<file path="src/rtl/pxb_pkg.sv">
package pxb_pkg;
  typedef enum logic [1:0] {
    FLT_NONE = 2'd0,
    FLT_WALK = 2'd1,
    FLT_PROT = 2'd2
  } fault_e;

  typedef struct packed {
    logic flushAll;
    logic install;
    logic installDirty;
    logic markDirty;
  } store_cmd_t;
endpackage

</file>
<file path="src/rtl/pxb_store.sv">
module pxb_store
  import pxb_pkg::*;
#(
  parameter int ENTRIES = 8,
  parameter int PAGE_W  = 23,
  parameter int FRAME_W = 23
) (
  input  logic               clk,
  input  logic               rstN,
  input  store_cmd_t         cmd,
  input  logic [PAGE_W-1:0]  lookupPage,
  input  logic [PAGE_W-1:0]  installPage,
  input  logic [FRAME_W-1:0] installFrame,
  input  logic               installRo,
  output logic               hit,
  output logic [FRAME_W-1:0] hitFrame,
  output logic               hitRo,
  output logic               hitDirty
);
  localparam int IDX_W = (ENTRIES > 1) ? $clog2(ENTRIES) : 1;
  localparam logic [IDX_W-1:0] LAST_IDX = IDX_W'(ENTRIES - 1);

  logic [ENTRIES-1:0] valid, roBits, dirtyBits, matchVec;
  logic [PAGE_W-1:0]  pageTab  [ENTRIES];
  logic [FRAME_W-1:0] frameTab [ENTRIES];
  logic [IDX_W-1:0]   hitIdx, freeIdx, victim, rrPtr;
  logic               anyFree;

  for (genvar g = 0; g < ENTRIES; g++) begin : g_match
    assign matchVec[g] = valid[g] && (pageTab[g] == lookupPage);
  end

  always_comb begin
    hitIdx = '0;
    for (int i = 0; i < ENTRIES; i++)
      if (matchVec[i]) hitIdx = IDX_W'(i);
    freeIdx = '0;
    for (int i = ENTRIES - 1; i >= 0; i--)
      if (!valid[i]) freeIdx = IDX_W'(i);
  end

  assign hit      = |matchVec;
  assign hitFrame = frameTab[hitIdx];
  assign hitRo    = roBits[hitIdx];
  assign hitDirty = dirtyBits[hitIdx];
  assign anyFree  = ~&valid;
  assign victim   = anyFree ? freeIdx : rrPtr;

  always_ff @(posedge clk) begin
    if (!rstN) begin
      valid     <= '0;
      dirtyBits <= '0;
      rrPtr     <= '0;
    end else begin
      if (cmd.flushAll) begin
        valid <= '0;
      end else if (cmd.install) begin
        valid[victim]     <= 1'b1;
        dirtyBits[victim] <= cmd.installDirty;
        if (!anyFree) rrPtr <= (rrPtr == LAST_IDX) ? '0 : rrPtr + 1'b1;
      end
      if (cmd.markDirty) dirtyBits[hitIdx] <= 1'b1;
    end
  end

  always_ff @(posedge clk) begin
    if (cmd.install && !cmd.flushAll) begin
      pageTab[victim]  <= installPage;
      frameTab[victim] <= installFrame;
      roBits[victim]   <= installRo;
    end
  end
endmodule

</file>
<file path="src/rtl/pxb_ctrl.sv">
module pxb_ctrl
  import pxb_pkg::*;
#(
  parameter int PAGE_W  = 23,
  parameter int FRAME_W = 23
) (
  input  logic               clk,
  input  logic               rstN,
  input  logic               flushPulse,
  input  logic               reqValid,
  input  logic               reqWrite,
  input  logic [PAGE_W-1:0]  reqPage,
  output logic               reqReady,
  output logic               respValid,
  output logic [FRAME_W-1:0] respFrame,
  output logic               respReadOnly,
  output logic [1:0]         respFault,
  output logic               walkReqValid,
  output logic [PAGE_W-1:0]  walkReqPage,
  input  logic               walkRespValid,
  input  logic               walkRespFault,
  input  logic [FRAME_W-1:0] walkRespFrame,
  input  logic               walkRespReadOnly,
  input  logic               walkRespWritten,
  output logic               dirtyUpdValid,
  output logic [PAGE_W-1:0]  dirtyUpdPage,
  output store_cmd_t         cmd,
  output logic [PAGE_W-1:0]  pendPage,
  input  logic               hit,
  input  logic [FRAME_W-1:0] hitFrame,
  input  logic               hitRo,
  input  logic               hitDirty
);
  typedef enum logic {ST_IDLE, ST_WALK} state_e;
  state_e state;
  logic   pendWrite;
  logic   lookHit;
  fault_e fault;

  assign lookHit = hit && !flushPulse;

  always_comb begin
    reqReady      = 1'b0;
    respValid     = 1'b0;
    respFrame     = '0;
    respReadOnly  = 1'b0;
    fault         = FLT_NONE;
    walkReqValid  = 1'b0;
    walkReqPage   = pendPage;
    dirtyUpdValid = 1'b0;
    dirtyUpdPage  = '0;
    cmd           = '0;
    cmd.flushAll  = flushPulse;
    if (state == ST_IDLE) begin
      reqReady = 1'b1;
      if (reqValid && lookHit) begin
        respValid    = 1'b1;
        respFrame    = hitFrame;
        respReadOnly = hitRo;
        if (reqWrite && hitRo) begin
          fault = FLT_PROT;
        end else if (reqWrite && !hitDirty) begin
          cmd.markDirty = 1'b1;
          dirtyUpdValid = 1'b1;
          dirtyUpdPage  = reqPage;
        end
      end
    end else begin
      walkReqValid = 1'b1;
      if (walkRespValid) begin
        respValid    = 1'b1;
        respFrame    = walkRespFrame;
        respReadOnly = walkRespReadOnly;
        if (walkRespFault) begin
          fault = FLT_WALK;
        end else begin
          cmd.install      = !flushPulse;
          cmd.installDirty = walkRespWritten || (pendWrite && !walkRespReadOnly);
          if (pendWrite && walkRespReadOnly) begin
            fault = FLT_PROT;
          end else if (pendWrite && !walkRespWritten) begin
            dirtyUpdValid = 1'b1;
            dirtyUpdPage  = pendPage;
          end
        end
      end
    end
  end

  assign respFault = fault;

  always_ff @(posedge clk) begin
    if (!rstN) begin
      state     <= ST_IDLE;
      pendPage  <= '0;
      pendWrite <= 1'b0;
    end else if (state == ST_IDLE) begin
      if (reqValid && !lookHit) begin
        state     <= ST_WALK;
        pendPage  <= reqPage;
        pendWrite <= reqWrite;
      end
    end else if (walkRespValid) begin
      state <= ST_IDLE;
    end
  end
endmodule

</file>
<file path="src/rtl/page_xlat_buf.sv">
module page_xlat_buf
  import pxb_pkg::*;
#(
  parameter int ENTRIES = 8,
  parameter int PAGE_W  = 23,
  parameter int FRAME_W = 23
) (
  input  logic               clk,
  input  logic               rstN,
  input  logic               flushPulse,
  input  logic               reqValid,
  input  logic               reqWrite,
  input  logic [PAGE_W-1:0]  reqPage,
  output logic               reqReady,
  output logic               respValid,
  output logic [FRAME_W-1:0] respFrame,
  output logic               respReadOnly,
  output logic [1:0]         respFault,
  output logic               walkReqValid,
  output logic [PAGE_W-1:0]  walkReqPage,
  input  logic               walkRespValid,
  input  logic               walkRespFault,
  input  logic [FRAME_W-1:0] walkRespFrame,
  input  logic               walkRespReadOnly,
  input  logic               walkRespWritten,
  output logic               dirtyUpdValid,
  output logic [PAGE_W-1:0]  dirtyUpdPage
);
  store_cmd_t         cmd;
  logic [PAGE_W-1:0]  pendPage;
  logic               hit, hitRo, hitDirty;
  logic [FRAME_W-1:0] hitFrame;

  pxb_ctrl #(.PAGE_W(PAGE_W), .FRAME_W(FRAME_W)) uCtrl (
    .clk(clk), .rstN(rstN), .flushPulse(flushPulse),
    .reqValid(reqValid), .reqWrite(reqWrite), .reqPage(reqPage), .reqReady(reqReady),
    .respValid(respValid), .respFrame(respFrame), .respReadOnly(respReadOnly),
    .respFault(respFault), .walkReqValid(walkReqValid), .walkReqPage(walkReqPage),
    .walkRespValid(walkRespValid), .walkRespFault(walkRespFault),
    .walkRespFrame(walkRespFrame), .walkRespReadOnly(walkRespReadOnly),
    .walkRespWritten(walkRespWritten), .dirtyUpdValid(dirtyUpdValid),
    .dirtyUpdPage(dirtyUpdPage), .cmd(cmd), .pendPage(pendPage),
    .hit(hit), .hitFrame(hitFrame), .hitRo(hitRo), .hitDirty(hitDirty)
  );

  pxb_store #(.ENTRIES(ENTRIES), .PAGE_W(PAGE_W), .FRAME_W(FRAME_W)) uStore (
    .clk(clk), .rstN(rstN), .cmd(cmd), .lookupPage(reqPage),
    .installPage(pendPage), .installFrame(walkRespFrame), .installRo(walkRespReadOnly),
    .hit(hit), .hitFrame(hitFrame), .hitRo(hitRo), .hitDirty(hitDirty)
  );
endmodule

</file>
<file path="config.mk">
export PLATFORM = sky130hd
export DESIGN_NAME = page_xlat_buf
export DESIGN_NICKNAME = d
export VERILOG_FILES = /design/src/rtl/pxb_pkg.sv /design/src/rtl/pxb_store.sv /design/src/rtl/pxb_ctrl.sv /design/src/rtl/page_xlat_buf.sv
export SDC_FILE = /design/constraint.sdc
export NUM_CORES = 1
export LEC_CHECK = 0
export ABC_AREA = 1
export BUFFER_PORTS_ARGS = -buffer_cell sky130_fd_sc_hd__buf_2
export CAP_MARGIN = 5
export CORE_MARGIN = 3
export CORE_UTILIZATION = 54
export CTS_CLUSTER_SIZE = 16
export DETAILED_ROUTE_END_ITERATION = 8
export PLACE_DENSITY = 0.82
export SETUP_SLACK_MARGIN = 0.15
export SLEW_MARGIN = 20
export SYNTH_ARGS = -nofsm -noshare
export SYNTH_HDL_FRONTEND = slang
export SYNTH_SLANG_ARGS = --single-unit
</file>
<file path="constraint.sdc">
create_clock -name clk -period 4.6 [get_ports clk]
set_input_delay 1.38 -clock clk [delete_from_list [all_inputs] [get_ports clk]]
set_output_delay 1.38 -clock clk [all_outputs]
set_load 0.02 [all_outputs]
</file>
==> summary.txt <==
Synth
  • Number of enable flip-flop cells after synthesis: 376
  • Mapped cell area: 0.0181 mm2
  • Mux contribution to synthesized area: 0%
  • Avg Inst Size Synth: between 10 and 15 um2
  • Main synth FF type: edfxtp_1
  • Largest family of logic cells by synthesized area: simple AND/OR/NAND/NOR gates
  • Mapped Nets: roughly 1700
  • Post-synth top area cell: edfxtp_1
  • XOR/XNOR share of the synthesized area: about 1.7%
  • Share of the yosys chip area belonging to registers: around 67%
  • Post-Synth Simple-Gate Area: between 10% and 20%
  • Distinct cells, synth: between 40 and 50
  • Post-synthesis compound-gate area fraction: 11.1%
  • Top post-synthesis cells by area: edfxtp_1, nand2_1, dfxtp_1, o21ai_0, nor2_1
  • Synth Area in Adders: less than 1%
  • Synth Warn #: 0
  • Mapped Cells: around 1600
  • Asr flop ratio synth: 0%
  • Area share of the largest cell type after synthesis: between 60 and 70%
  • #FFs+latches synth: between 400 and 500

Layout
  • Final core utilization: between 70% and 80%
  • Layout Nets: approximately 2000
  • Highest-count cells in the layout ignoring fill and taps: edfxtp_1, nand2_1, inv_1
  • Reg area: approximately 0.012 mm2
  • Share of layout cells above drive strength 1: 33.1%
  • Layout area overhead: 34.4%
  • Multi-input gate area: 0.00603 mm2
  • Antenna cells: 0
  • Commonest non-fill, non-tap cell in the layout: edfxtp_1
  • Post-route cell area: approximately 0.024 mm2
  • FILL cells: 1974

Placement
  • GPL Wtd Cong: between 1 and 1.5
  • Port Buffers: 130
  • DP HPWL: about 36 mm
  • Cell area after placement: 0.0205 mm2

Die
  • Core area: roughly 0.033 mm2
  • Ports: about 130
  • Die X: 189 um
  • FP Rows: 66
  • Full die area: 0.0358 mm2
  • Initial core utilization: 55.3%
  • Die H: roughly 190 um

Critical path
  • Critical path launch point: reqPage[15]
  • Critical Path Max Stage Delay: about 0.19 ns
  • Worst path slowest cell: nor2_1
  • Largest delay share family, worst path: simple AND/OR/NAND/NOR gates
  • Endpoint type of the worst setup path: primary output
  • WP data required: ~3.2 ns
  • Crit path launch type: input port
  • Reg-to-reg slack, setup: about 1.7 ns
  • Worst r2r src: uStore.valid[7]$_SDFFE_PP0P_
  • Crit path capture: respFrame[1]
  • Arr. time, crit path: ~4.0 ns
  • Worst path most repeated cell: buf_12
  • Reg2Reg Capture Point: uStore.frameTab[1][19]$_DFFE_PP_
  • CP Depth: 21
  • Worst R2R Path Depth: 11
  • Critical Path Fanout Max: 6
  • Crit-path cells: buf_8 > inv_8 > buf_12 > buf_6 > o21ai_2 > nor2_1 > nand2_1 > nor2_2 > nand3_4 > nand2_4 > nor2_4 > nand4_1 > buf_4 > nand2_4 > nor2_4 > buf_12 > buf_12 > o221a_4 > o211ai_1 > nand2_2 > buf_6
  • CP bufs+invs: 8
  • WS Path Type: input port to primary output

Drt
  • DRT iter0 DRCs: roughly 1700
  • Final wirelength: between 60 and 70 mm
  • DR WL/cell: between 20 and 30 um
  • DRC: 0
  • Routed vias: 14700
  • TritonRoute pass-1 iters: 6
  • Antenna-violating nets left: 0
  • Vias per inst: 6.09

STA
  • Endpoints failing hold: 0
  • Unrepaired setup endpoints after global routing: true
  • Final Slew Violations: 0
  • Final setup vio count: 50
  • Clock Skew: between 0.02 and 0.03 ns
  • Final period util: 118%
  • Slew HR: 49.1%
  • F_max: around 180 MHz
  • Post-route minimum period: 5.41 ns
  • Setup ws final: -0.810 ns
  • Worst Max-Slew Pin Slew: 0.763 ns

Clock tree
  • Clk slew on worst S/H paths: 0.05 ns
  • TritonCTS Buffers: 43
  • Hold buffer count at cts: 0
  • Worst-skew pair later-pin latency: between 0.5 and 0.6 ns
  • CTS tree: yes
  • Htree depth: 2
  • Clock buffer depth: 3
  • Root buffer selected by CTS: clkbuf_16
  • TritonCTS Sinks: between 400 and 500

Power
  • Leakage Power: between 9 and 10 nW
  • Power Total: roughly 8.3 mW
  • VDD IR max: between 0.3 and 0.4 mV
  • Power Dens Cells: 340 mW/mm2

Global route
  • Largest net degree at the start of global routing: 49
  • Total global routing overflow: 0
  • Overall routing resource usage: 33.3%
  • Initial antenna violation count: 1
  • Global-route wire length before repair: approximately 89 mm
  • Via count of the first global-routing pass: 14400

Status
  • Outcome: finished, violations left
  • Failing checks: negative setup slack

Min path
  • Hold Crit Class: flip-flop to flip-flop

Job
  • Max Cap Viol: 0
-- sequential cells by signal, summed over array words and instances (netlist names) --
signal / cells
uStore.roBits: 8
uCtrl.state: 1
uStore.frameTab: 184
uStore.rrPtr: 3
uCtrl.pendWrite: 1
uStore.dirtyBits: 8
uStore.pageTab: 184
uCtrl.pendPage: 23
uStore.valid: 8
-- power breakdown --
group / leakage (nW) / total, mW / internal [mW] / switching [mW]
clock network: 0.675 / 3.46 / 1.97 / 1.48
registers: 3.77 / 4.26 / 4.19 / 0.0700
logic: 4.77 / 0.554 / 0.218 / 0.336
-- cell families (layout without fill, tap and decap cells) --
kind of cell | after synthesis | in the layout
fa+ha+maj | 2 | 2
buf+inv | 228 | 571
simple gates | 631 | 632
flops | 420 | 420
compound gates | 320 | 320
xor+xnor | 36 | 36
-- synth_stat cells, drive strengths merged (2+ instances only) --
library cell  instances
xor2                 22
or2                   3
a21oi                44
buf                  41
o21ai               167
nand2               412
nor3                  3
xnor2                14
o2111ai               2
edfxtp              376
o211ai               22
inv                 169
dfxtp                44
nand3                30
nor2                171
ha                    2
o22ai                60
clkbuf               17
o221a                22
nand4                12
-- how the worst min path moves through the flow --
stage | from | end | slack (ns) | cells past startpoint
after global placement | uStore.rrPtr[2]$_SDFFE_PN0P_ | uStore.rrPtr[2]$_SDFFE_PN0P_ | 0.47 | 2
after global routing | uStore.rrPtr[2]$_SDFFE_PN0P_ | uStore.rrPtr[2]$_SDFFE_PN0P_ | 0.52 | 2
after detailed placement | uCtrl.pendPage[19]$_SDFFE_PN0P_ | uCtrl.pendPage[19]$_SDFFE_PN0P_ | 0.49 | 2
final | uStore.rrPtr[2]$_SDFFE_PN0P_ | uStore.rrPtr[2]$_SDFFE_PN0P_ | 0.51 | 2
after floorplan | uStore.rrPtr[2]$_SDFFE_PN0P_ | uStore.rrPtr[2]$_SDFFE_PN0P_ | 0.45 | 2
after CTS | uStore.rrPtr[2]$_SDFFE_PN0P_ | uStore.rrPtr[2]$_SDFFE_PN0P_ | 0.50 | 2
-- worst min-delay path: cells and delay by family, from the launching register on --
kind / cells / cell delay (ns)
compound gates: 1 / 0.06
flops: 1 / 0.32
buf+inv: 1 / 0.08
-- metal layers --
| metal | GRT usage, % | wire length [um] |
|---|---|---|
| met1 | 41.8 | 22000 |
| met2 | 56.6 | 30700 |
| met3 | 5.52 | 6110 |
| met4 | 16.2 | 3840 |
| met5 | 0 | 9 |
-- final cells by class --
class	instances	share of cell area (%)
Multi-Input combinational cell	990	24.8
Tap cell	442	2.27
Timing Repair Buffer	322	14.1
Clock buffer	56	4.79
Sequential cell	420	50.0
Inverter	170	3.20
Clock inverter	23	0.848
-- timing repair --
action / 4_1_cts / 5_1_grt
pin swaps: 96 / 99
buffers inserted: 36 / 14
resized for setup: 374 / 122
hold endpoints to repair: 0 / 0
setup endpoints to repair: 50 / 50
gates cloned: 7 / 2
-- through the flow --
step	std cells	hold WS, ns	TNS (ns)	setup slack [ns]
global placement	2285	0.471	-36.71	-0.822
CTS	2407	0.501	-25.00	-0.563
floorplan	1637	0.449	-1.86	-0.0839
detailed placement	2285	0.490	-38.99	-0.891
finish	2423	0.506	-35.73	-0.810
global route	2423	0.521	-37.36	-0.826
Power figures use the tool's default switching activity.
